[config.mk]
export PLATFORM = sky130hd
export DESIGN_NAME = dst_addr_guard
export DESIGN_NICKNAME = d
export VERILOG_FILES = /design/src/rtl/dag_pkg.sv /design/src/rtl/dag_align_chk.sv /design/src/rtl/dag_region_chk.sv /design/src/rtl/dst_addr_guard.sv
export SDC_FILE = /design/constraint.sdc
export NUM_CORES = 1
export LEC_CHECK = 0
export ABC_CLOCK_PERIOD_IN_PS = 6100
export BUFFER_PORTS_ARGS = -buffer_cell sky130_fd_sc_hd__buf_2
export CAP_MARGIN = 20
export CORE_MARGIN = 2
export CORE_UTILIZATION = 40
export CTS_BUF_LIST = sky130_fd_sc_hd__clkbuf_8
export DETAILED_ROUTE_END_ITERATION = 6
export SETUP_SLACK_MARGIN = 0.4
export SLEW_MARGIN = 20
export SYNTH_ARGS = -nofsm -noshare
export SYNTH_HDL_FRONTEND = slang
export SYNTH_SLANG_ARGS = --single-unit
[constraint.sdc]
create_clock -name clk -period 6.1 [get_ports clk]
set_clock_uncertainty 0.15 [all_clocks]
set_input_delay 0.915 -clock clk [delete_from_list [all_inputs] [get_ports clk]]
set_output_delay 0.915 -clock clk [all_outputs]
set_load 0.05 [all_outputs]
[src/rtl/dag_pkg.sv]
package dag_pkg;

    typedef enum logic [1:0] {
        SZ_2B  = 2'd0,
        SZ_4B  = 2'd1,
        SZ_8B  = 2'd2,
        SZ_32B = 2'd3
    } xfer_size_e;

    typedef enum logic [1:0] {
        ST_READY = 2'd0,
        ST_ISSUE = 2'd1,
        ST_FAULT = 2'd2
    } guard_state_e;

    localparam int NUM_WIN = 4;

    function automatic int size_shift(xfer_size_e sz);
        unique case (sz)
            SZ_2B:   return 1;
            SZ_4B:   return 2;
            SZ_8B:   return 3;
            default: return 5;
        endcase
    endfunction

    function automatic logic [7:0] win_lo(int i);
        case (i)
            0:       return 8'h00;
            1:       return 8'h20;
            2:       return 8'h80;
            default: return 8'hC0;
        endcase
    endfunction

    function automatic logic [7:0] win_hi(int i);
        case (i)
            0:       return 8'h0F;
            1:       return 8'h27;
            2:       return 8'h80;
            default: return 8'hC3;
        endcase
    endfunction

endpackage

[src/rtl/dag_align_chk.sv]
module dag_align_chk
    import dag_pkg::*;
(
    input  logic [4:0]  low_bits,
    input  xfer_size_e  size,
    output logic        misaligned
);
    logic [4:0] mask;

    always_comb begin
        mask       = 5'((32'd1 << size_shift(size)) - 32'd1);
        misaligned = |(low_bits & mask);
    end
endmodule

[src/rtl/dag_region_chk.sv]
module dag_region_chk
    import dag_pkg::*;
#(
    parameter int PHYS_W = 29,
    localparam int HI_W  = PHYS_W - 16
) (
    input  logic [HI_W-1:0] addr_hi,
    input  logic            ext_bus,
    output logic            area7_hit,
    output logic            perif_bad
);
    logic [7:0]         blk_idx;
    logic [NUM_WIN-1:0] win_hit;
    logic               perif_space;

    assign blk_idx = addr_hi[7:0];

    genvar gi;
    generate
        for (gi = 0; gi < NUM_WIN; gi++) begin : g_win
            assign win_hit[gi] = (blk_idx >= win_lo(gi)) && (blk_idx <= win_hi(gi));
        end
    endgenerate

    always_comb begin
        perif_space = (addr_hi[HI_W-1 -: 5] == 5'h1F);
        area7_hit   = ext_bus && (addr_hi[HI_W-1 -: 3] == 3'b111);
        perif_bad   = !ext_bus && perif_space && !(|win_hit);
    end
endmodule

[src/rtl/dst_addr_guard.sv]
module dst_addr_guard
    import dag_pkg::*;
#(
    parameter int ADDR_W = 32,
    parameter int PHYS_W = 29
) (
    input  logic              clk,
    input  logic              rst_n,
    input  logic              reg_wr_en,
    input  logic [ADDR_W-1:0] reg_wr_data,
    output logic [ADDR_W-1:0] reg_rd_data,
    input  logic              flag_wr_en,
    input  logic              flag_wr_data,
    input  logic [1:0]        xfer_size,
    input  logic              adv_strb,
    input  logic              sa_mode,
    input  logic              dst_ack_dev,
    input  logic              ext_bus,
    output logic              halt_all,
    output logic              unit_issue,
    output logic [PHYS_W-1:0] issue_addr
);
    guard_state_e      state_q, state_d;
    logic [ADDR_W-1:0] addr_q;
    logic [PHYS_W-1:0] iaddr_q;
    logic [PHYS_W-1:0] phys;
    logic [PHYS_W-1:0] step;
    xfer_size_e        sz;
    logic misaligned, area7_hit, perif_bad;
    logic bypass, halted, take, bad, accept, reject, flag_clear;

    assign sz   = xfer_size_e'(xfer_size);
    assign phys = addr_q[PHYS_W-1:0];

    dag_align_chk u_align (
        .low_bits   (phys[4:0]),
        .size       (sz),
        .misaligned (misaligned)
    );

    dag_region_chk #(.PHYS_W(PHYS_W)) u_region (
        .addr_hi   (phys[PHYS_W-1:16]),
        .ext_bus   (ext_bus),
        .area7_hit (area7_hit),
        .perif_bad (perif_bad)
    );

    always_comb begin
        step       = PHYS_W'(1) << size_shift(sz);
        bypass     = sa_mode && dst_ack_dev;
        halted     = (state_q == ST_FAULT);
        take       = adv_strb && !reg_wr_en && !halted;
        bad        = misaligned || area7_hit || perif_bad;
        accept     = take && (bypass || !bad);
        reject     = take && !bypass && bad;
        flag_clear = flag_wr_en && !flag_wr_data;
    end

    // next-state logic
    always_comb begin
        state_d = state_q;
        unique case (state_q)
            ST_READY, ST_ISSUE: begin
                if (reject)      state_d = ST_FAULT;
                else if (accept) state_d = ST_ISSUE;
                else             state_d = ST_READY;
            end
            ST_FAULT: begin
                if (flag_clear)  state_d = ST_READY;
            end
            default:             state_d = ST_READY;
        endcase
    end

    // state register
    always_ff @(posedge clk) begin
        if (!rst_n) state_q <= ST_READY;
        else        state_q <= state_d;
    end

    // address and issue-address registers
    always_ff @(posedge clk) begin
        if (!rst_n) begin
            addr_q  <= '0;
            iaddr_q <= '0;
        end else begin
            if (accept) iaddr_q <= phys;
            if (reg_wr_en)
                addr_q <= reg_wr_data;
            else if (accept && !bypass)
                addr_q[PHYS_W-1:0] <= phys + step;
        end
    end

    // outputs
    always_comb begin
        reg_rd_data = addr_q;
        issue_addr  = iaddr_q;
        unit_issue  = (state_q == ST_ISSUE);
        halt_all    = (state_q == ST_FAULT);
    end


    fault_on_bad_chk: assert property (@(posedge clk) disable iff (!rst_n)
        (adv_strb && !reg_wr_en && !halt_all && !bypass && (misaligned || area7_hit || perif_bad))
        |=> (halt_all && !unit_issue));


    issue_addr_chk: assert property (@(posedge clk) disable iff (!rst_n)
        accept |=> (unit_issue && issue_addr == $past(reg_rd_data[PHYS_W-1:0])));


    halted_frozen_chk: assert property (@(posedge clk) disable iff (!rst_n)
        (halt_all && !reg_wr_en) |=> ($stable(reg_rd_data) && !unit_issue));


    flag_clear_chk: assert property (@(posedge clk) disable iff (!rst_n)
        (halt_all && flag_wr_en && !flag_wr_data) |=> !halt_all);


    bypass_hold_chk: assert property (@(posedge clk) disable iff (!rst_n)
        (take && bypass) |=> ($stable(reg_rd_data) && unit_issue && !halt_all));
endmodule

**After elaboration in Yosys (flattened, before gate mapping)**

Cells that the tools add are included.
Widths: inputs -> output; s select.

- Flip-flop bits (word level): 63
- Bits of input ports: 43

- Magnitude comparators: 8
- Reductions and logical operators: 31
- Bitwise logic cells: 1
- Muxes and demuxes: 7
- Equality and inequality tests: 7
- Shifts and indexed selects: 2
- Add/subtract/negate cells: 2

Operators with widths:

| operator | count |
|---|---|
| $mux 29 | 2 |
| $shl 1x32->29 const A | 1 |
| $add 29x29->29 | 1 |
| $ge 8x8->1 const B | 2 |
| $le 8x8->1 const B | 2 |
| $logic_and 1x1->1 | 15 |
| $pmux 3 s3 | 1 |
| $ge 8x1->1 const B | 1 |
| $ge 8x6->1 const B | 1 |
| $le 8x4->1 const B | 1 |
| $le 8x6->1 const B | 1 |
| $logic_not 1->1 | 7 |
| $and 5x5->5 | 1 |
| $eq 5x5->1 const B | 1 |
| $reduce_or 5->1 | 1 |
| $shl 1x3->5 const A | 1 |
| $sub 5x1->5 const B | 1 |
| $eq 2x1->1 const B | 2 |
| $eq 2x2->1 const B | 2 |
| $logic_not 2->1 | 2 |
| $mux 2 | 2 |
| $pmux 2 s2 | 1 |
| $reduce_or 4->1 | 1 |
| $eq 3x3->1 const B | 1 |
| other kinds (5) | 7 |

**Depth between registers and ports, before layout**

Gate-level depths: netlist (run 1).

- Depth in word-level cells: 14
- Gate-level depth with buffers: 15
- Gate-level depth less buffers: 14

**Hierarchy**

From an unflattened synthesis (run 1), not the netlist that was laid out.

- Cells, all modules: 457
- Area total of the unflattened synthesis: 3,512.1 um2

By module, submodules not included:

| module | instances | area an instance (um2) | cells an instance |
|---|---|---|---|
| dst_addr_guard | 1 | 3,345.7 | 435 |
| dag_align_chk | 1 | 97.6 | 12 |
| dag_region_chk | 1 | 68.8 | 10 |

**Worst setup path after synthesis (run 1)**

No wires, ideal clock.

- Path type: input to register
- Start: in xfer_size[0]
- End: reg addr_q[26], in the netlist reg_rd_data[26]
- Path buffers: 0
- Setup time: 0.127 ns
- Stages: 14
- Data required time: 5.823 ns
- Setup slack: 2.260 ns
- Arrival time: 3.563 ns
- Cell sequence: inv_1 ha_1 nor2_1 nand2_1 inv_1 ha_1 inv_1 fa_1 nand2b_1 a21oi_1 o211ai_1 a2111oi_4 nor2_2 or3_1

- Word-level cells in the longest chain between the ends: 13
- Elaborated cells between the ends (all ways): 19
- Those cells by class: add/sub (2); eq/ne (2); shift (2); mux (3); bitwise (1); reduce/logical (9)

RTL lines:

| item | RTL line | text |
|---|---|---|
| start: declaration | dst_addr_guard.sv:14 | `input logic [1:0] xfer_size,` |
| $eq 2x2->1, or another cell as far along | dag_pkg.sv:19 | `unique case (sz)` |
| $pmux 3 s3 * | dag_pkg.sv:19 |  |
| $shl 1x3->5 | dag_align_chk.sv:11 | `mask = 5'((32'd1 << size_shift(size)) - 32'd1);` |
| $sub 5x1->5 | dag_align_chk.sv:11 |  |
| $and 5x5->5 | dag_align_chk.sv:12 | `misaligned = \|(low_bits & mask);` |
| $reduce_or 5->1 | dag_align_chk.sv:12 |  |
| $logic_or 1x1->1 (2 in a row) | dst_addr_guard.sv:53 | `bad = misaligned \|\| area7_hit \|\| perif_bad;` |
| $logic_not 1->1 | dst_addr_guard.sv:54 | `accept = take && (bypass \|\| !bad);` |
| $logic_or 1x1->1 | dst_addr_guard.sv:54 |  |
| $logic_and 1x1->1 | dst_addr_guard.sv:54 |  |
| $logic_and 1x1->1 | dst_addr_guard.sv:90 | `else if (accept && !bypass)` |
| $reduce_bool 2->1 (no line) | -- |  |
| end signal: assignment | dst_addr_guard.sv:89 | `addr_q <= reg_wr_data;` |
| end signal: indexed assignment | dst_addr_guard.sv:91 | `addr_q[PHYS_W-1:0] <= phys + step;` |
| end: declaration | dst_addr_guard.sv:24 | `logic [ADDR_W-1:0] addr_q;` |

Every way passes the cells marked *; elsewhere a longest branch is shown, timed or not. The select of a mux whose other input is x is not followed.
A chain may end at the register's enable or synchronous reset.

**Final worst setup path (run 1)**

Same ends and word-level chain as after synthesis.

==> results.py, run 1 <==
metrics = {
    "synth": {
        "yosysTopAreaCell": "dfxtp_1",
        "netlist.area_leader.share_pct": 34.78,
        "synth_cell_type_count": 53,
        "synth-seq-area-share_pct": 34.78,
        "synth-seq-cells": 63,
        "synthesis.area_um2": 3626,
        "mappedNetlistNets": 496,
        "synth_cells": 435,
        "synth-edff-count": 0,
        "async_reset_ff_share_pct": 0,
        "synth_area_leaders": "dfxtp_1 (35%), mux2i_1 (9.9%), nand2_1 (8.1%)",
        "yosys_warnings": 0,
        "synth_area_per_cell_um2": 8.336,
        "synth_ff_type": "dfxtp_1",
    },
    "sta": {
        "max_freq_mhz": 252.2,
        "hold_viol": 0,
        "slew_viol_final": 0,
        "rsz0062_at_grt": "no",
        "setup_violations": 0,
        "min_period_ns": 3.966,
        "slew_headroom_pct": 37.46,
        "worstMarginPinSlew_ns": 0.9381,
        "tns_ns": 0,
        "setup_ws_ns": 2.134,
        "whs_ns": 0.3030,
        "fin_crit_sh_pct": 65.01,
    },
    "detailed_routing": {
        "via_count": 3453,
        "dr.pass1.iters": 4,
        "drt_iter0_drc": 152,
        "routed_wl_um": 9681,
        "wl_per_cell_um": 15.20,
        "route.detailed.drc": 0,
        "ant_nets": 0,
        "viasPerCell": 5.421,
    },
    "worst_setup_path": {
        "crit_path_start_kind": "primary input",
        "crit_end": "reg_rd_data[26]",
        "worst_path_max_delay_cell": "a2111oi_4",
        "crit_required_ns": 6.16,
        "r2r_cells": 9,
        "rr_startpoint": "reg_rd_data[0]",
        "cp-end-kind": "flop",
        "cp.depth": 15,
        "crit_family": "compound AO/OA/AOI/OAI gates",
        "reg2reg_slack_ns": 3.10,
        "cp_max_fo": 8,
        "crit_buf_inv": 4,
        "critPathMostFrequentCell": "inv_1",
        "slowest_delay_ns": 0.64,
        "path_cells": "buf_2 > inv_1 > ha_1 > nor2_1 > nand2_1 > inv_1 > ha_1 > inv_1 > fa_1 > nand2b_1 > a21oi_1 > o211ai_1 > a2111oi_4 > nor2_2 > or3_1",
        "crit_type": "primary input to flop",
        "r2r_end": "reg_rd_data[26]",
        "crit_start": "xfer_size[0]",
        "crit_arrival_ns": 4.03,
    },
    "die": {
        "dieArea_um2": 9843,
        "coreArea_um2": 8763,
        "start_util_pct": 41.38,
        "ios": 106,
        "die_w_um": 99.21,
        "die_y_um": 99.21,
        "rows": 34,
    },
    "clocking": {
        "htreeDepth": 3,
        "cts_sinks": 63,
        "cts-root-buf": "clkbuf_8",
        "cts_tree": "yes",
        "clock_latency_ns": 0.34,
        "hold_buffers": 0,
        "cts_buffers": 9,
        "cts_setup_buffers": 0,
        "cts_repair_resize_count": 0,
        "clk_pin_slew_ns": 0.07,
        "cts.path.max_buffers": 2,
    },
    "status": {
        "status": "completed",
    },
    "place": {
        "place.port_buffers": 105,
        "pre_cts_slack_ns": 1.815,
        "dpl_cell_area_um2": 4190,
        "gp_congestion": 0.8326,
        "dp_hpwl_um": 6824,
    },
    "global_routing": {
        "grt-ovfl-total": 0,
        "grt_max_degree": 107,
        "grt_usage_pct": 20.16,
        "antenna_found_initial": 0,
        "grt_pass1_vias": 3287,
        "grt_pass1_wl_um": 16260,
    },
    "power": {
        "power.internal_uw": 686.4,
        "power_switching_share_pct": 33.85,
        "peakVddDrop_uv": 121.9,
        "power_frac_clock_pct": 33.7,
        "p_total_uw": 1038,
        "p_seq_share_pct": 44.5,
        "p_per_area_nw_per_um2": 237.1,
        "switchingPower_uw": 351.3,
        "pwr-share-comb_pct": 21.7,
        "power.leakage_uw": 0.001930,
    },
    "hold_path": {
        "min_path_type": "flop to flop",
    },
    "finish": {
        "syn2layout_area_growth_pct": 20.70,
        "n_antenna_cell": 0,
        "drive_gt1_share_pct": 24.57,
        "final_net_count": 586,
        "postLayoutCellArea_um2": 4377,
    },
    "flow_run": {
        "cap_violations": 0,
    },
}
[power groups by stage]
stage	clock [µW]	sequential, µW	combinational, µW
CTS	361	462	227
finish	350	462	225
global placement	0	470	223
floorplan	0	535	100
global route	380	466	245
detailed placement	0	471	227
[registers in the layout (all words and copies together), names as in the netlist]
| name | cells |
|---|---|
| issue_addr | 29 |
| reg_rd_data | 32 |
| state_q | 2 |
[layout make-up]
cell class / count / area (µm²)
Clock inverter: 6 / 62.56
Fill cell: 877 / 4387
Timing Repair Buffer: 108 / 550.5
Tap cell: 108 / 135.1
Sequential cell: 63 / 1261
Clock buffer: 9 / 123.9
Multi-Input combinational cell: 332 / 2202
Inverter: 11 / 41.29
[cell families (layout without fill, tap and decap cells)]
group                    count (synthesis)  count (layout)  share of synthesized area [%]
multiplexers                            36              36                          9.938
AO/OA/AOI/OAI                           85              85                          16.49
XOR/XNOR                                 4               4                         0.9661
AND/OR/NAND/NOR                        189             189                          26.60
buffers and inverters                   40             134                          4.796
adder cells (fa/ha/maj)                 18              18                          6.418
flip-flops                              63              63                          34.78
[layer usage]
| metal | part of all wire [%] | GRT usage [%] | up-vias | routed length, µm |
|---|---|---|---|---|
| li1 | - | - | 1746 | - |
| met1 | 47 | 28.24 | 1588 | 4575 |
| met2 | 45 | 31.24 | 108 | 4395 |
| met3 | 5.8 | 3.443 | 11 | 563 |
| met4 | 1.5 | 7.376 | 0 | 146 |
| met5 | 0 | 0 | - | 0 |
[worst reg2reg max path: stages, from the launching register on]
cell and delay [ns]:
dfxtp_1 0.43, ha_1 0.22, inv_1 0.06, fa_1 0.41, nand2b_1 0.19, a21oi_1 0.18
o211ai_1 0.18, a2111oi_4 0.64, nor2_2 0.08, or3_1 0.35
[metrics by stage]
stage,utilization (%),instances
after global routing,49.94,637
after floorplan,-,435
after CTS,49.94,637
after global placement,47.82,622
after detailed placement,47.82,622
final,49.94,637
[synthesized netlist by cell type (all sizes together) (2+ instances only)]
| cell | count |
|---|---|
| a2111oi | 2 |
| a21o | 4 |
| a21oi | 15 |
| a311oi | 7 |
| a31oi | 10 |
| a32oi | 3 |
| and2 | 11 |
| and3 | 12 |
| and4 | 7 |
| buf | 11 |
| clkbuf | 18 |
| dfxtp | 63 |
| ha | 17 |
| inv | 11 |
| mux2i | 36 |
| nand2 | 78 |
| nand2b | 7 |
| nand3 | 15 |
| nand4 | 9 |
| nor2 | 16 |
| nor2b | 7 |
| nor3 | 12 |
| nor4 | 3 |
| nor4b | 3 |
| o211ai | 4 |
| o21ai | 23 |
| o31ai | 4 |
| or3 | 3 |
| or4 | 3 |
| xnor2 | 4 |
[placed cells by master (no fill, tap or decap), drive strengths merged, types with 9 or more instances in the layout]
| cell | netlist | final |
|---|---|---|
| buf | 11 | 108 |
| nand2 | 78 | 78 |
| dfxtp | 63 | 63 |
| mux2i | 36 | 36 |
| o21ai | 23 | 23 |
| ha | 17 | 17 |
| nor2 | 16 | 16 |
| nand3 | 15 | 15 |
| a21oi | 15 | 15 |
| nor3 | 12 | 12 |
| and3 | 12 | 12 |
| and2 | 11 | 11 |
| inv | 11 | 11 |
| a31oi | 10 | 10 |
| nand4 | 9 | 9 |
| clkbuf | 18 | 9 |
[worst min-delay path by stage]
| stage | from | endpoint | depth (start not counted) |
|---|---|---|---|
| CTS | issue_addr[28] | issue_addr[28] | 2 |
| global placement | issue_addr[10] | issue_addr[10] | 2 |
| floorplan | state_q[1] | state_q[0] | 1 |
| global route | issue_addr[26] | issue_addr[26] | 2 |
| finish | issue_addr[28] | issue_addr[28] | 2 |
| detailed placement | issue_addr[2] | issue_addr[2] | 2 |
Note: power is estimated with default switching activity, not from simulation.
==> inputs of run 2 (changes only) <==
--- a/config.mk
+++ b/config.mk
@@ -5,7 +5,8 @@
 export SDC_FILE = /design/constraint.sdc
 export NUM_CORES = 1
 export LEC_CHECK = 0
-export ABC_CLOCK_PERIOD_IN_PS = 6100
+export ABC_AREA = 1
+export ABC_CLOCK_PERIOD_IN_PS = 4100
 export BUFFER_PORTS_ARGS = -buffer_cell sky130_fd_sc_hd__buf_2
 export CAP_MARGIN = 20
 export CORE_MARGIN = 2
==> constraint.sdc (replaced) <==
create_clock -name clk -period 4.1 [get_ports clk]
set_clock_uncertainty 0.15 [all_clocks]
set_input_delay 0.615 -clock clk [delete_from_list [all_inputs] [get_ports clk]]
set_output_delay 0.615 -clock clk [all_outputs]
set_load 0.05 [all_outputs]
==> results.py, run 2 <==
metrics = {
    "die": {
        "die_y_um": 105.5,
        "die_w_um": 105.5,
        "start_util_pct": 40.64,
        "rows": 37,
        "ios": 106,
        "dieArea_um2": 11130,
        "coreArea_um2": 10140,
    },
    "power": {
        "pwr-share-comb_pct": 29.3,
        "p_total_uw": 1848,
        "p_seq_share_pct": 39.6,
        "switchingPower_uw": 733.3,
        "power_switching_share_pct": 39.68,
        "p_per_area_nw_per_um2": 374.9,
        "peakVddDrop_uv": 153.4,
        "power_frac_clock_pct": 31.1,
        "power.leakage_uw": 0.002607,
        "power.internal_uw": 1115,
    },
    "synth": {
        "mappedNetlistNets": 754,
        "netlist.area_leader.share_pct": 30.61,
        "synth-seq-area-share_pct": 30.61,
        "synth_area_per_cell_um2": 5.945,
        "async_reset_ff_share_pct": 0,
        "synth_area_leaders": "dfxtp_1 (31%), nand2_1 (18%), nor2_1 (14%)",
        "ys_top_cells_by_count": "nand2_1 (199), nor2_1 (149), inv_1 (69)",
        "synthesis.area_um2": 4120,
        "synth_cells": 693,
        "yosysTopAreaCell": "dfxtp_1",
        "synth_ff_type": "dfxtp_1",
        "yosys_warnings": 0,
        "synth-seq-cells": 63,
        "synth_cell_type_count": 30,
        "synth.most_common_cell": "nand2_1",
        "synth-edff-count": 0,
    },
    "worst_setup_path": {
        "crit_buf_inv": 4,
        "crit_type": "primary input to flop",
        "worst_path_max_delay_cell": "fa_1",
        "cp_max_fo": 15,
        "crit_path_start_kind": "primary input",
        "crit_arrival_ns": 3.35,
        "crit_family": "simple AND/OR/NAND/NOR gates",
        "critPathMostFrequentCell": "nand2_1",
        "crit_required_ns": 4.21,
        "slowest_delay_ns": 0.42,
        "cp-end-kind": "flop",
        "reg2reg_slack_ns": 1.60,
        "path_cells": "buf_2 > inv_1 > ha_1 > nor3_1 > ha_1 > inv_1 > fa_1 > nand3b_1 > nand2_1 > nand2_1 > nand2_2 > nand3_1 > nand2_1 > nand3_1 > nand2_1 > nand2_1 > inv_1 > nor2_1",
    },
    "global_routing": {
        "grt_usage_pct": 22.67,
        "grt-ovfl-total": 0,
        "antenna_found_initial": 0,
        "grt_pass1_vias": 4225,
        "grt_pass1_wl_um": 20310,
        "grt_max_degree": 63,
    },
    "sta": {
        "fin_crit_sh_pct": 79.00,
        "slew_viol_final": 0,
        "hold_viol": 0,
        "rsz0062_at_grt": "no",
        "max_freq_mhz": 308.7,
        "min_period_ns": 3.239,
        "slew_headroom_pct": 68.80,
        "worstMarginPinSlew_ns": 0.4674,
        "tns_ns": 0,
        "setup_violations": 0,
    },
    "clocking": {
        "cts_buffers": 9,
        "clock_latency_ns": 0.35,
        "htreeDepth": 3,
        "hold_buffers": 0,
        "cts-root-buf": "clkbuf_8",
        "cts.path.max_buffers": 2,
        "clk_pin_slew_ns": 0.08,
        "cts_sinks": 63,
        "cts_tree": "yes",
        "cts_setup_buffers": 0,
    },
    "place": {
        "dpl_cell_area_um2": 4698,
        "dp_hpwl_um": 9014,
        "place.port_buffers": 105,
        "gp_congestion": 0.8758,
        "dp.cells": 909,
    },
    "finish": {
        "largest_reg_flops": 32,
        "final_net_count": 846,
        "postLayoutCellArea_um2": 4928,
        "final_cell_mix": "nand2_1 (198), nor2_1 (149), buf_2 (105), inv_1 (69), nand3_1 (66)",
        "n_antenna_cell": 0,
        "syn2layout_area_growth_pct": 19.62,
        "drive_gt1_share_pct": 17.97,
        "final_common_cell": "nand2_1",
        "layout.cells.non_filler": 926,
        "finish.utilization_pct": 48.61,
    },
    "detailed_routing": {
        "viasPerCell": 4.922,
        "wl_per_cell_um": 13.42,
        "routed_wl_um": 12430,
        "dr.pass1.iters": 6,
        "ant_nets": 0,
        "via_count": 4558,
        "drt_iter0_drc": 250,
        "route.detailed.drc": 0,
    },
    "status": {
        "status": "completed",
    },
    "flow_run": {
        "cap_violations": 0,
    },
    "hold_path": {
        "min_path_type": "flop to flop",
    },
}
## run 2: cell count changes in the layout (fill, tap and decap cells not counted), sizes merged, moves of 11 or more
| cell | delta |
|---|---|
| inv | +61 |
| and3 | -12 |
| mux2i | -36 |
| o21ai | +22 |
| and2 | -11 |
| nand2 | +123 |
| nand3 | +51 |
| nor2 | +134 |
## run 2: per-layer routing
layer	track usage, %	wire length, µm	vias up
li1	-	-	2346
met1	30.19	5748	2020
met3	4.267	862	14
met4	5.639	184	0
met2	37.83	5631	178
met5	0	0	-
## run 2: repair_timing
item	4_1_cts	5_1_grt
endpoints found under the setup margin	0	4
resized for setup	0	1
endpoints found under the hold margin	0	0
## run 2: layout make-up
type | count | area [µm²]
well taps | 136 | 170.2
clock inverters | 6 | 70.07
inverters | 73 | 275.3
clock buffers | 10 | 137.6
flip-flops and latches | 63 | 1261
repair buffers | 111 | 583.1
fillers | 1104 | 5210
multi-input cells | 527 | 2431
## run 2: logic make-up after synthesis
| family | share of synthesized area [%] |
|---|---|
| compound gates | 6.833 |
| simple gates | 45.40 |
| flops | 30.61 |
| fa+ha+maj | 5.648 |
| xor+xnor | 1.063 |
| buf+inv | 10.45 |
## run 2: power groups by stage
| stage | registers (µW) | logic, µW | clock network [µW] |
|---|---|---|---|
| floorplan | 902 | 238 | 0 |
| global placement | 743 | 533 | 0 |
| detailed placement | 745 | 540 | 0 |
| CTS | 731 | 541 | 583 |
| global route | 741 | 594 | 611 |
| finish | 732 | 541 | 575 |
## run 2: path summary, 6_finish.rpt
check                 startpoint         endpoint  depth (start not counted)
hold / removal        state_q[1]       state_q[0]                          1
setup / recovery    xfer_size[0]  reg_rd_data[14]                         18
setup reg to reg  reg_rd_data[0]  reg_rd_data[14]                         14
hold reg to reg       state_q[1]       state_q[0]                          1
## run 2: through the flow
stage          hold slack (ns)  setup slack [ns]
4_1_cts                 0.3242            0.7198
6_report                0.3135            0.8610
2_1_floorplan           0.2724            0.9288
3_3_place_gp            0.2891            0.5044
5_1_grt                 0.3410            0.5346
3_5_place_dp            0.3070            0.3725
==> inputs of run 3 (changes only) <==
--- a/config.mk
+++ b/config.mk
@@ -6,13 +6,14 @@
 export NUM_CORES = 1
 export LEC_CHECK = 0
 export ABC_AREA = 1
-export ABC_CLOCK_PERIOD_IN_PS = 4100
+export ABC_CLOCK_PERIOD_IN_PS = 2610
 export BUFFER_PORTS_ARGS = -buffer_cell sky130_fd_sc_hd__buf_2
 export CAP_MARGIN = 20
 export CORE_MARGIN = 2
 export CORE_UTILIZATION = 40
 export CTS_BUF_LIST = sky130_fd_sc_hd__clkbuf_8
 export DETAILED_ROUTE_END_ITERATION = 6
+export PLACE_DENSITY = 0.66
 export SETUP_SLACK_MARGIN = 0.4
 export SLEW_MARGIN = 20
 export SYNTH_ARGS = -nofsm -noshare
==> constraint.sdc (replaced) <==
create_clock -name clk -period 2.61 [get_ports clk]
set_clock_uncertainty 0.15 [all_clocks]
set_input_delay 0.3915 -clock clk [delete_from_list [all_inputs] [get_ports clk]]
set_output_delay 0.3915 -clock clk [all_outputs]
set_load 0.05 [all_outputs]
==> results.py, run 3 (same netlist as run 2, synthesis figures left out) <==
metrics = {
    "sta": {
        "fin_crit_sh_pct": 94.47,
        "hold_viol": 0,
        "setup_violations": 0,
        "worstMarginPinSlew_ns": 0.6014,
        "rsz0062_at_grt": "yes",
        "max_freq_mhz": 405.6,
        "tns_ns": 0,
        "min_period_ns": 2.466,
        "slew_viol_final": 0,
        "slew_headroom_pct": 59.91,
    },
    "worst_setup_path": {
        "crit_family": "simple AND/OR/NAND/NOR gates",
        "slowest_delay_ns": 0.26,
        "cp-end-kind": "flop",
        "crit_arrival_ns": 2.57,
        "critPathMostFrequentCell": "nor2_1",
        "crit_buf_inv": 7,
        "crit_path_start_kind": "primary input",
        "path_cells": "buf_8 > clkinvlp_4 > ha_4 > nor3_4 > buf_6 > inv_4 > ha_4 > inv_2 > nand2_1 > nor2_1 > nand2_2 > nor2_4 > nand4_4 > buf_4 > nand2_4 > buf_6 > nand2_1 > nor2_1 > nor2_1",
        "crit_type": "primary input to flop",
        "crit_required_ns": 2.72,
        "worst_path_max_delay_cell": "ha_4",
        "cp_max_fo": 5,
    },
    "power": {
        "power.leakage_uw": 0.003017,
        "p_per_area_nw_per_um2": 539.8,
        "peakVddDrop_uv": 222.4,
    },
    "detailed_routing": {
        "via_count": 4884,
        "route.detailed.drc": 0,
        "viasPerCell": 5.020,
        "dr.pass1.iters": 7,
        "ant_nets": 0,
        "wl_per_cell_um": 13.93,
        "routed_wl_um": 13560,
        "drt_iter0_drc": 451,
    },
    "global_routing": {
        "antenna_found_initial": 0,
        "grt_pass1_vias": 4519,
        "grt_pass1_wl_um": 21740,
        "grt-ovfl-total": 0,
        "grt_usage_pct": 24.42,
        "grt_max_degree": 55,
    },
    "finish": {
        "largest_reg_flops": 32,
        "final_common_cell": "nand2_1",
        "final_cell_mix": "nand2_1 (187), nor2_1 (132), buf_2 (103), inv_1 (64), dfxtp_1 (63)",
        "finish.utilization_pct": 58.20,
        "layout.cells.non_filler": 973,
        "fill_cells": 972,
        "syn2layout_area_growth_pct": 43.21,
        "final_net_count": 893,
        "n_antenna_cell": 0,
        "drive_gt1_share_pct": 29.51,
    },
    "clocking": {
        "cts-root-buf": "clkbuf_8",
        "htreeDepth": 3,
        "hold_buffers": 0,
        "cts_tree": "yes",
        "cts_buffers": 9,
        "cts.path.max_buffers": 2,
        "cts_sinks": 63,
        "clock_latency_ns": 0.36,
        "clk_pin_slew_ns": 0.07,
    },
    "status": {
        "status": "completed",
    },
    "die": {
        "die_y_um": 105.5,
        "die_w_um": 105.5,
        "rows": 37,
        "ios": 106,
        "coreArea_um2": 10140,
        "dieArea_um2": 11130,
        "start_util_pct": 40.64,
    },
    "flow_run": {
        "cap_violations": 0,
    },
    "place": {
        "place.port_buffers": 105,
        "dp.cells": 933,
        "gp_congestion": 0.8809,
        "dp_hpwl_um": 9109,
    },
    "hold_path": {
        "min_path_type": "primary input to flop",
    },
}
==> run 3: worst register-to-register path: cells and delay by family, from the launching register on <==
kind                     cells  cell delay (ns)
AND/OR/NAND/NOR              9             0.92
buffers and inverters        1             0.04
adder cells (fa/ha/maj)      2             0.56
flip-flops                   1             0.46
==> run 3: final timing paths <==
kind                                 startpoint  slack [ns]               to  cells past startpoint
worst max-delay path               xfer_size[0]        0.14  reg_rd_data[26]                     19
worst min-delay path            reg_wr_data[31]        0.11  reg_rd_data[31]                      3
worst max register to register   reg_rd_data[0]        0.38  reg_rd_data[28]                     12
worst min register to register    issue_addr[0]        0.32    issue_addr[0]                      2
==> run 3: area by class of cell <==
cell class	instances	area, µm²	share of cell area (%)
repair buffers	157	1204	20.40
clock buffers	9	123.9	2.099
clock inverters	7	88.84	1.506
inverters	73	302.8	5.131
well taps	136	170.2	2.884
flip-flops and latches	63	1261	21.37
multi-input cells	528	2750	46.61
==> run 3: repair_timing <==
action	CTS	global route
pin swaps	42	20
resized for setup	61	43
setup endpoints to repair	59	60
cloned	7	0
endpoints found under the hold margin	0	0
buffers inserted	14	3
==> run 3: power by group <==
part | switching [µW] | total (µW) | internal, µW | leakage [µW]
logic | 697 | 1090 | 390 | 0.00239
registers | 107 | 1150 | 1050 | 0.000520
clock network | 415 | 945 | 530 | 0.000106
==> run 3: metrics by stage <==
stage / power, µW / instance area (µm²) / setup WS (ns) / hold WS (ns)
final: 3185 / 5901 / 0.1444 / 0.1142
after CTS: 3145 / 5741 / 0.2044 / 0.1088
after detailed placement: 2085 / 5015 / -0.3377 / 0.3013
after floorplan: 1818 / 4239 / -0.009650 / 0.2724
after global routing: 3335 / 5901 / 0.03426 / 0.1327
after global placement: 2070 / 5015 / -0.2259 / 0.2848
==> run 3: routing by layer <==
layer | up-vias | track usage, % | wire length (µm)
met1 | 2208 | 31.79 | 6152
met5 | - | 0 | 0
met2 | 182 | 40.14 | 6195
met3 | 34 | 3.587 | 793
met4 | 0 | 10.71 | 414
li1 | 2460 | - | -
